## config.mk

```make
export PLATFORM = sky130hd
export DESIGN_NAME = fcfs_arbiter
export DESIGN_NICKNAME = d
export VERILOG_FILES = /design/src/rtl/fcarb_pkg.sv /design/src/rtl/fcarb_capture.sv /design/src/rtl/fcarb_queue.sv /design/src/rtl/fcarb_grant.sv /design/src/rtl/fcfs_arbiter.sv
export SDC_FILE = /design/constraint.sdc
export NUM_CORES = 1
export LEC_CHECK = 0
export ABC_AREA = 1
export BUFFER_PORTS_ARGS = -buffer_cell sky130_fd_sc_hd__buf_2
export CAP_MARGIN = 5
export CORE_ASPECT_RATIO = 0.9
export CORE_MARGIN = 1.5
export CORE_UTILIZATION = 65
export DETAILED_ROUTE_END_ITERATION = 10
export PLACE_DENSITY = 0.84
export SLEW_MARGIN = 20
export SYNTH_ARGS = -nofsm -noshare
export SYNTH_HDL_FRONTEND = slang
export SYNTH_HIERARCHICAL = 1
export SYNTH_SLANG_ARGS = --single-unit
```

## constraint.sdc

```tcl
create_clock -name clk -period 7.09 [get_ports clk]
set_clock_uncertainty 0.1 [all_clocks]
set_input_delay 0.709 -clock clk [delete_from_list [all_inputs] [get_ports clk]]
set_output_delay 0.709 -clock clk [all_outputs]
set_load 0.05 [all_outputs]
```

## src/rtl/fcarb_pkg.sv

```systemverilog
package fcarb_pkg;

  localparam int DFLT_PORTS   = 4;
  localparam int DFLT_LEN_W   = 4;
  localparam int DFLT_MAX_LEN = 10;
  localparam int DFLT_DEPTH   = 16;

endpackage

```

## src/rtl/fcarb_capture.sv

```systemverilog
module fcarb_capture #(
  parameter int NP      = 4,
  parameter int LEN_W   = 4,
  parameter int MAX_LEN = 10,
  localparam int IDX_W  = $clog2(NP),
  localparam int RANK_W = $clog2(NP + 1),
  localparam int ENT_W  = IDX_W + LEN_W
) (
  input  logic [NP-1:0]        req_i,
  input  logic [NP*LEN_W-1:0]  req_len_i,
  output logic [NP*RANK_W-1:0] rank_o,
  output logic [NP*ENT_W-1:0]  ent_o,
  output logic [RANK_W-1:0]    n_req_o
);

  // Slot of each request in this cycle's batch: lower port numbers come first.
  always_comb begin
    logic [RANK_W-1:0] run;
    run = '0;
    for (int p = 0; p < NP; p++) begin
      rank_o[p*RANK_W +: RANK_W] = run;
      run = run + RANK_W'(req_i[p]);
    end
    n_req_o = run;
  end

  // One entry per port: port number plus length forced into 1..MAX_LEN.
  for (genvar p = 0; p < NP; p++) begin : g_port
    logic [LEN_W-1:0] raw;
    logic [LEN_W-1:0] held;
    assign raw = req_len_i[p*LEN_W +: LEN_W];
    always_comb begin
      if (raw == '0)
        held = LEN_W'(1);
      else if (raw > LEN_W'(MAX_LEN))
        held = LEN_W'(MAX_LEN);
      else
        held = raw;
    end
    assign ent_o[p*ENT_W +: ENT_W] = {IDX_W'(p), held};
  end

endmodule

```

## src/rtl/fcarb_queue.sv

```systemverilog
module fcarb_queue #(
  parameter int NP      = 4,
  parameter int LEN_W   = 4,
  parameter int DEPTH   = 16,
  localparam int IDX_W  = $clog2(NP),
  localparam int RANK_W = $clog2(NP + 1),
  localparam int ENT_W  = IDX_W + LEN_W,
  localparam int AW     = $clog2(DEPTH),
  localparam int CNT_W  = $clog2(DEPTH + 1)
) (
  input  logic                 clk,
  input  logic [NP-1:0]        in_valid_i,
  input  logic [NP*RANK_W-1:0] in_rank_i,
  input  logic [NP*ENT_W-1:0]  in_ent_i,
  input  logic [RANK_W-1:0]    n_req_i,
  input  logic                 pop_i,
  output logic [ENT_W-1:0]     head_o,
  output logic                 have_o,
  output logic                 drop_o
);

  logic [ENT_W-1:0] mem [DEPTH];
  logic [AW-1:0]    wr_ptr = '0;
  logic [AW-1:0]    rd_ptr = '0;
  logic [CNT_W-1:0] count  = '0;
  logic             armed  = 1'b0;

  logic [CNT_W-1:0] space;
  logic [CNT_W-1:0] wanted;
  logic [CNT_W-1:0] taken;

  // Free space is judged before this edge's pop.
  assign space  = CNT_W'(DEPTH) - count;
  assign wanted = CNT_W'(n_req_i);
  assign taken  = (wanted > space) ? space : wanted;
  assign drop_o = (wanted > space);
  assign head_o = mem[rd_ptr];
  assign have_o = (count != '0);

  always_ff @(posedge clk) begin
    for (int p = 0; p < NP; p++) begin
      if (in_valid_i[p] && (CNT_W'(in_rank_i[p*RANK_W +: RANK_W]) < space))
        mem[wr_ptr + AW'(in_rank_i[p*RANK_W +: RANK_W])] <= in_ent_i[p*ENT_W +: ENT_W];
    end
    wr_ptr <= wr_ptr + AW'(taken);
    rd_ptr <= rd_ptr + AW'(pop_i);
    count  <= count + taken - CNT_W'(pop_i);
  end

  always_ff @(posedge clk) armed <= 1'b1;

  // occupancy never passes the queue depth
  p_count_bound_r8: assert property (@(posedge clk) disable iff (!armed)
    count <= CNT_W'(DEPTH));

  // a grant is only started from a waiting entry
  p_no_pop_empty_r7: assert property (@(posedge clk) disable iff (!armed)
    pop_i |-> (count != '0));

  // a full queue with no pop cannot grow
  p_full_holds_r8: assert property (@(posedge clk) disable iff (!armed)
    (count == CNT_W'(DEPTH) && !pop_i) |=> (count == CNT_W'(DEPTH)));

endmodule

```

## src/rtl/fcarb_grant.sv

```systemverilog
module fcarb_grant #(
  parameter int NP      = 4,
  parameter int LEN_W   = 4,
  parameter int MAX_LEN = 10,
  localparam int IDX_W  = $clog2(NP),
  localparam int ENT_W  = IDX_W + LEN_W
) (
  input  logic             clk,
  input  logic             have_i,
  input  logic [ENT_W-1:0] head_i,
  output logic             pop_o,
  output logic [NP-1:0]    gnt_o
);

  logic             active  = 1'b0;
  logic [IDX_W-1:0] cur_idx = '0;
  logic [LEN_W-1:0] rem     = '0;
  logic             armed   = 1'b0;
  logic             last;

  assign last  = active && (rem == LEN_W'(1));
  assign pop_o = have_i && (!active || last);
  assign gnt_o = active ? ({{(NP-1){1'b0}}, 1'b1} << cur_idx) : '0;

  always_ff @(posedge clk) begin
    if (pop_o) begin
      active  <= 1'b1;
      cur_idx <= head_i[ENT_W-1 -: IDX_W];
      rem     <= head_i[LEN_W-1:0];
    end else if (last) begin
      active <= 1'b0;
    end else if (active) begin
      rem <= rem - LEN_W'(1);
    end
  end

  always_ff @(posedge clk) armed <= 1'b1;

  // never more than one grant bit
  p_one_grant_r6: assert property (@(posedge clk) disable iff (!armed)
    $onehot0(gnt_o));

  // remaining length of a live grant stays in the legal range
  p_len_range_r5: assert property (@(posedge clk) disable iff (!armed)
    active |-> (rem >= LEN_W'(1) && rem <= LEN_W'(MAX_LEN)));

  // the owner does not change in the middle of a grant
  p_hold_owner_r5: assert property (@(posedge clk) disable iff (!armed)
    (active && rem > LEN_W'(1)) |=> (active && $stable(gnt_o)));

  // an idle arbiter with a waiting entry grants on the next edge
  p_start_r7: assert property (@(posedge clk) disable iff (!armed)
    (!active && have_i) |=> (gnt_o != '0));

  // no idle cycle between grants while entries wait
  p_no_gap_r7: assert property (@(posedge clk) disable iff (!armed)
    (last && have_i) |=> (gnt_o != '0));

endmodule

```

## src/rtl/fcfs_arbiter.sv

```systemverilog
module fcfs_arbiter
  import fcarb_pkg::*;
#(
  parameter int NP      = DFLT_PORTS,
  parameter int LEN_W   = DFLT_LEN_W,
  parameter int MAX_LEN = DFLT_MAX_LEN,
  parameter int DEPTH   = DFLT_DEPTH,
  localparam int IDX_W  = $clog2(NP),
  localparam int RANK_W = $clog2(NP + 1),
  localparam int ENT_W  = IDX_W + LEN_W
) (
  input  logic                clk,
  input  logic [NP-1:0]       req_i,
  input  logic [NP*LEN_W-1:0] req_len_i,
  output logic [NP-1:0]       gnt_o,
  output logic                ovf_o
);

  logic [NP*RANK_W-1:0] rank;
  logic [NP*ENT_W-1:0]  ents;
  logic [RANK_W-1:0]    n_req;
  logic [ENT_W-1:0]     head;
  logic                 have;
  logic                 pop;
  logic                 drop;
  logic                 ovf_q = 1'b0;
  logic                 armed = 1'b0;

  fcarb_capture #(.NP(NP), .LEN_W(LEN_W), .MAX_LEN(MAX_LEN)) u_capture (
    .req_i     (req_i),
    .req_len_i (req_len_i),
    .rank_o    (rank),
    .ent_o     (ents),
    .n_req_o   (n_req)
  );

  fcarb_queue #(.NP(NP), .LEN_W(LEN_W), .DEPTH(DEPTH)) u_queue (
    .clk        (clk),
    .in_valid_i (req_i),
    .in_rank_i  (rank),
    .in_ent_i   (ents),
    .n_req_i    (n_req),
    .pop_i      (pop),
    .head_o     (head),
    .have_o     (have),
    .drop_o     (drop)
  );

  fcarb_grant #(.NP(NP), .LEN_W(LEN_W), .MAX_LEN(MAX_LEN)) u_grant (
    .clk    (clk),
    .have_i (have),
    .head_i (head),
    .pop_o  (pop),
    .gnt_o  (gnt_o)
  );

  always_ff @(posedge clk) begin
    if (drop) ovf_q <= 1'b1;
  end
  assign ovf_o = ovf_q;

  always_ff @(posedge clk) armed <= 1'b1;

  // the overflow flag never clears once set
  p_ovf_sticky_r8: assert property (@(posedge clk) disable iff (!armed)
    ovf_o |=> ovf_o);

  // the flag only rises after a cycle with requests
  p_ovf_cause_r8: assert property (@(posedge clk) disable iff (!armed)
    $rose(ovf_o) |-> ($past(req_i) != '0));

endmodule

```

**Word level (Yosys, flattened, before mapping)**

Memory sizes are Yosys's and may differ from the RTL's. A register that Yosys moved wholly into a read port is not among the register bits.
Index checks and enable logic that the tools add are counted.

- Add/subtract/negate cells: 12
- Order comparisons: 9
- Equal/unequal tests: 2
- Shift-type cells: 1
- Muxes and demuxes: 21
- Reduce and logical (&&, ||, !) cells: 15

Operators with widths:

| kind | number |
|---|---|
| 4-bit two-way mux | 12 |
| 4-bit greater-than comparator, second input constant | 4 |
| 4-bit logical NOT | 4 |
| 4-bit by 1-bit adder with 4-bit output | 2 |
| 1-bit two-way mux | 8 |
| 3-bit by 1-bit adder with 3-bit output | 2 |
| 1-bit logical AND | 6 |
| 5-bit adder | 1 |
| 3-bit by 5-bit greater-than comparator with 1-bit output | 1 |
| 1-bit by 5-bit < comparator with 1-bit output | 1 |
| 1-bit by 5-bit < comparator with 1-bit output, first input constant | 1 |
| 2-bit by 5-bit < comparator with 1-bit output | 1 |
| 3-bit by 5-bit < comparator with 1-bit output | 1 |
| 5-bit two-way mux | 1 |
| 5-bit nonzero test | 1 |
| 5-bit by 1-bit subtractor with 5-bit output | 1 |
| 5-bit subtractor, first input constant | 1 |
| 4-bit by 2-bit adder with 4-bit output | 1 |
| 4-bit by 3-bit adder with 4-bit output | 1 |
| 4-bit adder | 1 |
| 4-bit by 1-bit == test with 1-bit output, second input constant | 1 |
| 1-bit by 2-bit left shift with 4-bit output, first input constant | 1 |
| 4-bit by 1-bit subtractor with 4-bit output, second input constant | 1 |
| 1-bit by 1-bit adder with 2-bit output | 1 |
| other kinds (5) | 5 |

- Bits in registers: 20
- RAM bits: 96
- Bits of input ports: 21
- Output and inout bits: 5
- Word-level logic and storage cells: 67
- Memories kept: 1

Memories:

| memory | words | bits a word | rd ports | clocked after memory_dff | write ports | RTL line | RTL |
|---|---|---|---|---|---|---|---|
| u_queue.mem | 16 | 6 | 1 | 1 | 4 | fcarb_queue.sv:22 | `logic [ENT_W-1:0] mem [DEPTH];` |

**Logic depth before layout (Yosys ltp)**

- Depth in word-level cells: 7
- Gate-level depth with buffers: 21
- Depth with buffers taken out: 21

**Cells and area by module**

The synthesis kept the hierarchy.

By module, submodules not included:

| module | instances | cells each | area each (um2) | sequential area each (um2) |
|---|---|---|---|---|
| fcarb_queue | 1 | 1,407 | 9,440.3 | 3,143.0 |
| fcarb_capture | 1 | 72 | 400.4 | 0.0 |
| fcarb_grant | 1 | 45 | 396.6 | 200.2 |
| fcfs_arbiter | 1 | 2 | 11.3 | 0.0 |

**Least setup slack after synthesis**

No wires, ideal clock.

- Path kind: input port to flip-flop
- Start: input port req_i[0]
- End: register u_queue.count[4]
- Setup time: 0.112 ns
- Data arrival time: 3.903 ns
- Required time: 6.878 ns
- Path slack: 2.975 ns
- Stages: 19
- Path buffers: 0
- Cells stage by stage: inv_1 -> fa_1 -> inv_1 -> ha_1 -> fa_1 -> inv_1 -> o22ai_1 -> nand3_1 -> nand2_1 -> nand2_1 -> o21ai_0 -> inv_1 -> ha_1 -> inv_1 -> fa_1 -> a31oi_1 -> inv_1 -> nand2_1 -> nand2_1

- Longest elaborated chain between the ends: 7

Ends and longest elaborated chain:

| element | RTL line | RTL |
|---|---|---|
| start, declared | fcfs_arbiter.sv:13 | `input logic [NP-1:0] req_i,` |
| 1-bit by 1-bit adder with 2-bit output * | fcarb_capture.sv:22 | `run = run + RANK_W'(req_i[p]);` |
| 3-bit by 1-bit adder with 3-bit output * | fcarb_capture.sv:22 |  |
| via rank[9] | fcfs_arbiter.sv:19 | `logic [NP*RANK_W-1:0] rank;` |
| 3-bit by 1-bit adder with 3-bit output * | fcarb_capture.sv:22 |  |
| via n_req[1] | fcfs_arbiter.sv:21 | `logic [RANK_W-1:0] n_req;` |
| 3-bit by 5-bit greater-than comparator with 1-bit output | fcarb_queue.sv:35 | `assign taken = (wanted > space) ? space : wanted;` |
| 5-bit two-way mux * | fcarb_queue.sv:35 |  |
| 5-bit adder * | fcarb_queue.sv:47 | `count <= count + taken - CNT_W'(pop_i);` |
| 5-bit by 1-bit subtractor with 5-bit output * | fcarb_queue.sv:47 |  |
| end signal, assigned | fcarb_queue.sv:47 |  |
| end, declared | fcarb_queue.sv:25 | `logic [CNT_W-1:0] count = '0;` |

The timed path passes the listed nets; every way through them passes the cells marked *.
A chain may end at the register's enable or synchronous reset.

**Final worst setup path**

Same ends and word-level chain as after synthesis.

==> metrics.cfg <==
[global_route]
grt_pass1_vias=9802
grt_max_degree=95
grt_usage=0.4744
grt_overflow_total=0
antenna_found_initial=3
grt_first_pass_wirelength_mm=57.44

[synth]
syn_avg_cell_area_um2=6.718
synth_area_mm2=0.01024
synth_cells=1525
ys_warn_count=6

[timing]
fmax_ghz=0.2394
finalHoldViolCount=0
drv_slew=0
hold_slack_ps=510.6
tightestPinTransition_ps=1377
tns_ps=0
period_needed_ps=4178
slew_headroom=0.07465
timing.final.crit_share=0.5892
setup_viol=0
rsz0062_at_grt=no

[layout]
seq_area_mm2=0.003343
layout_commonest_cell=nand2_1
antenna_cells=0
layout_common_cells=412 x nand2_1, 210 x nand3_1, 152 x a21oi_1
layout.nets=1564
multi_input_area_mm2=0.005989
drive_gt1_frac=0.08802
area_delta_synth_final_pct=5.606
fillers=1359

[power]
powerDensity_mw_per_mm2=501.2
p_leak_uw=0.004647
peakVddDrop_v=0.0003969

[place]
hpwlAfterDp_mm=27.11
routabilityCongestion=1.088
io_buffers=24

[clocking]
insertion_delay_ps=430
cts_root_buf=clkbuf_16
cts_tree=done
cts_resized=0
postCtsSetupRepairBufs=0
cts_buffer_depth=2
path_clk_slew_ps=60
cts_buffers=17
cts_sinks=116
cts_max_level=4
holdBufCountCts=0

[setup_path]
end_kind=flip-flop
critical_path_class=primary input to flip-flop
cp.required_ps=7310
start_kind=primary input
cp.arrival_ps=4400
critPathMaxFanout=7

[status]
status=complete, no violations

[floorplan]
io_pins=26
initial_core_util=0.6658
fp.dieW_um=135.3
fp.dieH_um=122.1
rows=43
fp.dieArea_mm2=0.01652
core_mm2=0.01539

[routing]
drt_iter0_markers=2272
wirelength_mm=38.75
drc_errors=0
ant_nets=0
dr.pass1.iters=8
post_drt_wl_per_cell_um=22.62
post_drt_via_cell_ratio=6.667
num_vias=11421

[flow_run]
drv_cap=0

[hold_path]
timing.hold.worst.class=flip-flop to flip-flop

## cell type report
| type | instances | area share |
|---|---|---|
| Clock inverter | 12 | 0.007633 |
| Sequential cell | 116 | 0.3090 |
| Clock buffer | 20 | 0.04221 |
| Tap cell | 202 | 0.02336 |
| Multi-Input combinational cell | 1196 | 0.5536 |
| Inverter | 133 | 0.04614 |
| Timing Repair Buffer | 34 | 0.01804 |
## power by group
part / switching, µW / internal, µW
Combinational: 2360 / 832
Sequential: 191 / 1240
Clock: 327 / 463
## registers in the layout, summed over array words and instances, names as in the netlist
name	flops
u_grant/cur_idx	2
u_queue/rd_ptr	4
u_queue/mem	96
u_queue/count	5
u_grant/rem	4
u_grant/active	1
u_queue/wr_ptr	4
## layer usage
| layer | track usage | wire (µm) | vias to the layer above |
|---|---|---|---|
| li1 | - | - | 5064 |
| met2 | 0.6837 | 15500 | 1101 |
| met5 | 0 | 26 | - |
| met3 | 0.1993 | 6980 | 234 |
| met1 | 0.6097 | 13890 | 5018 |
| met4 | 0.2386 | 2360 | 4 |
## stage by stage
step	setup slack (ps)	std cells	area, µm²	util	total power (µW)
3_3_place_gp	2651	1681	10280	0.6681	4319
3_5_place_dp	2544	1681	10280	0.6681	4412
4_1_cts	2975	1713	10820	0.7031	5225
6_report	2912	1713	10820	0.7031	5422
2_1_floorplan	2992	1537	10290	-	3562
5_1_grt	2603	1713	10820	0.7031	5700
## path summary, 6_finish.rpt
check,start,to,slack (ps),cells past startpoint
max,req_i[0],u_queue/count[4],2910,20
min,u_queue/count[4],u_queue/count[4],510,3
max reg2reg,u_queue/count[0],u_queue/mem[9][4],3170,13
min reg2reg,u_queue/count[4],u_queue/count[4],510,3
## critical path: stages
cell and delay, ps:
buf_2 130, inv_1 70, fa_1 530, inv_1 60, ha_1 190, fa_1 500, inv_1 60, o22ai_1 130
nand3_1 90, nand2_1 80, nand2_1 130, o21ai_0 400, inv_1 100, ha_1 290, inv_1 70, fa_1 470
a31oi_1 200, inv_1 60, nand2_1 60, nand2_1 40
Note: power is estimated with default switching activity, not from simulation.
